$ cat config.mk
export PLATFORM = sky130hd
export DESIGN_NAME = sec_exit_conv
export DESIGN_NICKNAME = d
export VERILOG_FILES = /design/src/rtl/sec_pkg.sv /design/src/rtl/sec_ctx_table.sv /design/src/rtl/sec_wrap_ptr.sv /design/src/rtl/sec_blk_cnt.sv /design/src/rtl/sec_exit_conv.sv
export SDC_FILE = /design/constraint.sdc
export NUM_CORES = 1
export LEC_CHECK = 0
export CORE_MARGIN = 2
export CORE_UTILIZATION = 50
export CTS_CLUSTER_DIAMETER = 40
export DETAILED_ROUTE_END_ITERATION = 16
export GPL_TIMING_DRIVEN = 0
export PLACE_DENSITY = 0.79
export SLEW_MARGIN = 20
export SYNTH_ARGS = -nofsm -noshare
export SYNTH_HDL_FRONTEND = slang
export SYNTH_SLANG_ARGS = --single-unit
$ cat constraint.sdc
create_clock -name clk -period 8.9 [get_ports clk]
set_clock_uncertainty 0.15 [all_clocks]
set_input_delay 1.78 -clock clk [delete_from_list [all_inputs] [get_ports clk]]
set_output_delay 1.78 -clock clk [all_outputs]
set_load 0.02 [all_outputs]
$ cat src/rtl/sec_pkg.sv
package sec_pkg;
  typedef enum logic [1:0] {
    PH_IDLE   = 2'd0,
    PH_STREAM = 2'd1,
    PH_PUB    = 2'd2
  } phase_e;
endpackage

$ cat src/rtl/sec_ctx_table.sv
module sec_ctx_table #(
  parameter int NS = 4,
  parameter int AW = 16,
  parameter int CW = 16,
  localparam int IW = (NS > 1) ? $clog2(NS) : 1
) (
  input  logic          clk,
  input  logic          rst_n,
  input  logic          cfg_we,
  input  logic [IW-1:0] cfg_id,
  input  logic [AW-1:0] cfg_base,
  input  logic [AW-1:0] cfg_size,
  input  logic [CW-1:0] cfg_blen,
  input  logic [AW-1:0] cfg_paddr,
  input  logic          upd_en,
  input  logic [IW-1:0] upd_id,
  input  logic [AW-1:0] upd_wptr,
  input  logic [IW-1:0] rd_id,
  output logic [AW-1:0] rd_base,
  output logic [AW-1:0] rd_size,
  output logic [CW-1:0] rd_blen,
  output logic [AW-1:0] rd_paddr,
  output logic [AW-1:0] rd_wptr
);
  logic [AW-1:0] base_q  [NS];
  logic [AW-1:0] size_q  [NS];
  logic [CW-1:0] blen_q  [NS];
  logic [AW-1:0] paddr_q [NS];
  logic [AW-1:0] wptr_q  [NS];

  for (genvar g = 0; g < NS; g++) begin : g_ent
    logic          cfg_hit;
    logic          upd_hit;
    logic [AW-1:0] wptr_d;

    always_comb begin
      cfg_hit = cfg_we && (cfg_id == IW'(g));
      upd_hit = upd_en && (upd_id == IW'(g));
      wptr_d  = wptr_q[g];
      if (upd_hit) wptr_d = upd_wptr;
      if (cfg_hit) wptr_d = '0;
    end

    always_ff @(posedge clk or negedge rst_n) begin
      if (!rst_n) begin
        base_q[g]  <= '0;
        size_q[g]  <= '0;
        blen_q[g]  <= '0;
        paddr_q[g] <= '0;
      end else if (cfg_hit) begin
        base_q[g]  <= cfg_base;
        size_q[g]  <= cfg_size;
        blen_q[g]  <= cfg_blen;
        paddr_q[g] <= cfg_paddr;
      end
    end

    always_ff @(posedge clk or negedge rst_n) begin
      if (!rst_n)                  wptr_q[g] <= '0;
      else if (cfg_hit || upd_hit) wptr_q[g] <= wptr_d;
    end
  end

  assign rd_base  = base_q[rd_id];
  assign rd_size  = size_q[rd_id];
  assign rd_blen  = blen_q[rd_id];
  assign rd_paddr = paddr_q[rd_id];
  assign rd_wptr  = wptr_q[rd_id];
endmodule

$ cat src/rtl/sec_wrap_ptr.sv
module sec_wrap_ptr #(
  parameter int AW = 16
) (
  input  logic [AW-1:0] ptr,
  input  logic [AW-1:0] size,
  output logic [AW-1:0] ptr_nxt
);
  logic at_end;

  always_comb begin
    at_end  = (ptr == size - AW'(1)) || (ptr >= size);
    ptr_nxt = at_end ? '0 : ptr + AW'(1);
  end
endmodule

$ cat src/rtl/sec_blk_cnt.sv
module sec_blk_cnt #(
  parameter int CW = 16
) (
  input  logic          clk,
  input  logic          rst_n,
  input  logic          load,
  input  logic [CW-1:0] load_val,
  input  logic          dec,
  output logic          last
);
  logic [CW-1:0] cnt_q;
  logic [CW-1:0] cnt_d;
  logic          cnt_en;

  always_comb begin
    cnt_en = load || dec;
    cnt_d  = load ? load_val : cnt_q - CW'(1);
  end

  always_ff @(posedge clk or negedge rst_n) begin
    if (!rst_n)      cnt_q <= '0;
    else if (cnt_en) cnt_q <= cnt_d;
  end

  assign last = (cnt_q == CW'(1));
endmodule

$ cat src/rtl/sec_exit_conv.sv
module sec_exit_conv #(
  parameter int NS = 4,
  parameter int AW = 16,
  parameter int DW = 32,
  parameter int CW = 16,
  localparam int IW = (NS > 1) ? $clog2(NS) : 1
) (
  input  logic          clk,
  input  logic          rst_n,
  input  logic          cfg_we,
  input  logic [IW-1:0] cfg_id,
  input  logic [AW-1:0] cfg_base,
  input  logic [AW-1:0] cfg_size,
  input  logic [CW-1:0] cfg_blen,
  input  logic [AW-1:0] cfg_paddr,
  input  logic          act_valid,
  input  logic [IW-1:0] act_id,
  output logic          busy,
  output logic          drain_done,
  input  logic          in_valid,
  output logic          in_ready,
  input  logic [DW-1:0] in_data,
  output logic          wr_valid,
  input  logic          wr_ready,
  output logic [AW-1:0] wr_addr,
  output logic [DW-1:0] wr_data
);
  import sec_pkg::*;

  phase_e        phase_q, phase_d;
  logic [IW-1:0] id_q;
  logic [AW-1:0] base_q, size_q, paddr_q, off_q, off_d;
  logic          done_q, done_d;
  logic          act_fire, take, last, pub_acc;
  logic          pub_phase;
  logic [AW-1:0] rd_base, rd_size, rd_paddr, rd_wptr, off_nxt;
  logic [CW-1:0] rd_blen;

  sec_ctx_table #(.NS(NS), .AW(AW), .CW(CW)) u_tab (
    .clk, .rst_n,
    .cfg_we, .cfg_id, .cfg_base, .cfg_size, .cfg_blen, .cfg_paddr,
    .upd_en(pub_acc), .upd_id(id_q), .upd_wptr(off_q),
    .rd_id(act_id), .rd_base, .rd_size, .rd_blen, .rd_paddr, .rd_wptr
  );

  sec_wrap_ptr #(.AW(AW)) u_wrap (.ptr(off_q), .size(size_q), .ptr_nxt(off_nxt));

  sec_blk_cnt #(.CW(CW)) u_cnt (
    .clk, .rst_n, .load(act_fire), .load_val(rd_blen), .dec(take), .last
  );

  always_comb begin
    pub_phase = (phase_q == PH_PUB);
    act_fire  = (phase_q == PH_IDLE) && act_valid;
    in_ready  = (phase_q == PH_STREAM) && wr_ready;
    take      = in_valid && in_ready;
    pub_acc   = pub_phase && wr_ready;
    wr_valid  = ((phase_q == PH_STREAM) && in_valid) || pub_phase;
    wr_addr   = pub_phase ? paddr_q : base_q + off_q;
    wr_data   = pub_phase ? DW'(off_q) : in_data;
    busy      = (phase_q != PH_IDLE);
    done_d    = pub_acc;
    off_d     = act_fire ? rd_wptr : off_nxt;
    phase_d   = phase_q;
    case (phase_q)
      PH_IDLE:   if (act_valid)    phase_d = PH_STREAM;
      PH_STREAM: if (take && last) phase_d = PH_PUB;
      PH_PUB:    if (wr_ready)     phase_d = PH_IDLE;
      default:                     phase_d = PH_IDLE;
    endcase
  end

  always_ff @(posedge clk or negedge rst_n) begin
    if (!rst_n) begin
      phase_q <= PH_IDLE;
      done_q  <= 1'b0;
    end else begin
      phase_q <= phase_d;
      done_q  <= done_d;
    end
  end

  always_ff @(posedge clk or negedge rst_n) begin
    if (!rst_n) begin
      id_q    <= '0;
      base_q  <= '0;
      size_q  <= '0;
      paddr_q <= '0;
    end else if (act_fire) begin
      id_q    <= act_id;
      base_q  <= rd_base;
      size_q  <= rd_size;
      paddr_q <= rd_paddr;
    end
  end

  always_ff @(posedge clk or negedge rst_n) begin
    if (!rst_n)                off_q <= '0;
    else if (act_fire || take) off_q <= off_d;
  end

  assign drain_done = done_q;
endmodule

==> metrics.txt, run 1 <==
Fin Setup TNS 0 ps; final worst-path cycle share 0.730; Resize count post-CTS 0; GP Congestion 0.927; DR vias 15473; most frequent cells after synthesis 545 x nand2_1, 405 x dfrtp_1, 192 x mux2_2, 105 x clkbuf_1, 88 x a21oi_1; DIE WIDTH 203 um; Synth area leaders dfrtp_1 51%, mux2_2 11%, nand2_1 10%, mux4_2 9.1%, a21oi_1 2.2%; NetSw 0.00201 W; Routed WL 56700 um; CP required 6970 ps; Worst Tran Pin Value 1220 ps; CP Max Fanout 8; outcome finished clean; Rows 73; Critical Path End Type output port; I/O Pins 158; Root Driver clkbuf_16; Critical Path Start off_q[1]; Wirelength per Cell 21.5 um; chip height 203 um; R2R cell count 10; Gate power share 0.245; Syn Nets 1987; Initial Util 0.504; number of global-route vias before repair 15747; Slew HR 0.184; die area 41400 um2; core area 39500 um2; Clk pwr share 0.364; Final Hold Fails 0; CP startpoint kind flop; Inserted Clock Buffers 56; RSZ-0062 raised after global routing false; Syn Inst Count 1845; clock-pin slew on the worst setup and hold paths 60 ps; Post-Synthesis Cell Area 19900 um2; Syn-to-layout area delta 21.5%; Switching Fraction 0.318; Sequential Power Share 0.391; max-slew violation count 0; Syn Area/Cell 10.8 um2; Syn. warnings 0; initial drt markers 1316; Tmin final 6490 ps; top_reg_cell synth dfrtp_1; post-CTS setup buffer count 0; Lkg Pwr 10.5 nW; flop-to-flop setup slack 5200 ps; worst min path class flop to flop; via/cell ratio 5.87; final setup fails 0; PwrDens 262 nW/um2; Clk Latency, worst-skew pair 600 ps; worst reg2reg path endpoint off_q[8]; post-synthesis adder-cell area fraction 0.0230; grt total ovfl 0; number of remaining DRC errors 0; CTS max path bufs 3; TritonCTS clock tree yes; main combinational cell family by area after synthesis multiplexers; largest net degree at the start of global routing 101; Async SR Flop Fraction 1.00; most frequent cell after synthesis nand2_1; cts-stage hold buffer count 0; simple-gate share of the synthesized area 0.156; # port buffers 155; Routed Antenna Nets 0; layout cells sized above 1 0.187; first-pass GRT wire length 88500 um; all-layer global routing usage 0.278; xor/xnor share of the synthesized area 0.0163; area fraction in compound gates after synthesis 0.0644; multiplexer area fraction after synthesis 0.201; Critical Path Sink wr_addr[10]; Non-Filler Instances 2634; Reg-to-Reg Start size_q[3]; Yosys cell types 56; #FFs+latches synth 405; Yosys top cell by area dfrtp_1; max cap viols 0; post-synthesis sequential area ratio 0.510; CP Data Arrival Time 4560 ps; Final Net Count 2204; DP Cell Count 2529; Fmax 0.154 GHz; CTS H-tree lvls 2; Post-DP HPWL 39800 um; peak supply drop 0.257 mV; area share of the largest cell type after synthesis 0.510; number of flops mapped to enable cells by yosys 0; Pint 0.00431 W; clock sinks 405; Pre-antenna DRT Iters 7; initial antenna violation count 3; Setup CP Type flop to output port
==> routing by layer <==
metal	GRT usage	part of all wire
met1	0.380	0.41
met2	0.443	0.48
met5	0	0.00039
met4	0.113	0.037
met3	0.0513	0.079
==> cell usage in the layout, fill, tap and decap left out, drive strengths merged, types with 5 or more instances in the layout <==
cell type,synthesis,routed
mux4,80,80
nor3,16,16
nand4,7,7
o311ai,13,13
or4,8,8
ha,35,35
clkdlybuf4s50,0,154
a21oi,88,88
clkinv,0,7
and2,20,20
o211ai,6,6
a32oi,12,12
and3,21,21
or3,7,7
inv,30,46
dfrtp,405,405
xor2,12,12
a21o,10,10
clkinvlp,0,6
o21ai,48,48
nor4,8,8
nand2b,10,10
xnor2,25,25
a31oi,5,5
nand3,28,28
clkbuf,105,176
nand2,545,545
nor2,39,39
mux2,192,192
or2,7,7
buf,17,22
==> metrics by stage <==
stage,util,cell area [um2],power (W),hold WS [ps],setup WS (ps)
final,0.612,24200,0.00632,322,2410
after global routing,0.612,24200,0.00660,342,2180
after CTS,0.612,24200,0.00632,322,2520
after detailed placement,0.563,22200,0.00401,308,3150
after global placement,0.560,22100,0.00394,302,-10960
after floorplan,-,19900,0.00342,290,4330
==> how the worst min path moves through the flow <==
stage	slack, ps	cells after the start	startpoint	endpoint
global route	340	2	u_tab.blen_q[22]	u_tab.blen_q[22]
detailed placement	310	2	u_tab.paddr_q[31]	u_tab.paddr_q[31]
global placement	300	2	u_tab.blen_q[23]	u_tab.blen_q[23]
finish	320	2	u_tab.blen_q[22]	u_tab.blen_q[22]
floorplan	290	2	u_tab.base_q[16]	u_tab.base_q[16]
CTS	320	2	u_tab.blen_q[22]	u_tab.blen_q[22]
==> cells by family after synthesis <==
logic type	after synthesis
adder cells (fa/ha/maj)	36
AO/OA/AOI/OAI	209
XOR/XNOR	37
buffers and inverters	152
AND/OR/NAND/NOR	730
multiplexers	276
flip-flops	405
==> state kept, by name, summed over array words and instances (netlist names) <==
register	count
base_q	16
u_tab.base_q	64
u_tab.wptr_q	64
drain_done	1
u_tab.size_q	64
off_q	16
size_q	16
phase_q	2
id_q	2
u_cnt.cnt_q	16
u_tab.blen_q	64
paddr_q	16
u_tab.paddr_q	64
==> critical path: stages (launching register included) <==
cell and delay (ps):
dfrtp_1 470, clkbuf_1 290, inv_1 180, fa_1 230
nor2b_1 60, o21ai_0 220, a21oi_1 140, o41ai_1 670
o21ai_0 260, o31ai_1 700, clkdlybuf4s50_1 730
==> layout make-up <==
class,count,area [um2]
Antenna cell,1,2.50
Clock inverter,33,372
Buffer,122,469
Tap cell,525,657
Inverter,30,113
Multi-Input combinational cell,1288,9170
Fill cell,3091,15300
Sequential cell,405,10100
Timing Repair Buffer,159,1670
Clock buffer,71,1570
==> power by group through the flow <==
stage / combinational [W] / sequential [W] / clock (W)
3_3_place_gp: 0.00147 / 0.00247 / 0
4_1_cts: 0.00154 / 0.00246 / 0.00231
5_1_grt: 0.00169 / 0.00251 / 0.00240
3_5_place_dp: 0.00152 / 0.00249 / 0
2_1_floorplan: 0.00102 / 0.00240 / 0
6_report: 0.00155 / 0.00247 / 0.00230
(Power assumes the default switching activity.)
==> run 2, diff against run 1 <==
==> constraint.sdc (replaced) <==
create_clock -name clk -period 6.5 [get_ports clk]
set_clock_uncertainty 0.15 [all_clocks]
set_input_delay 1.3 -clock clk [delete_from_list [all_inputs] [get_ports clk]]
set_output_delay 1.3 -clock clk [all_outputs]
set_load 0.02 [all_outputs]
==> results of run 2 <==
Same layout as run 1 (identical final DEF). Status: finished clean.
Among the figures that moved: setup slack after placement 3150 ps -> 1230 ps; setup slack after layout 2410 ps -> 486 ps; register-to-register setup slack 5200 ps -> 2800 ps; total power 0.00632 W -> 0.00866 W; worst IR drop on VDD 0.257 mV -> 0.351 mV
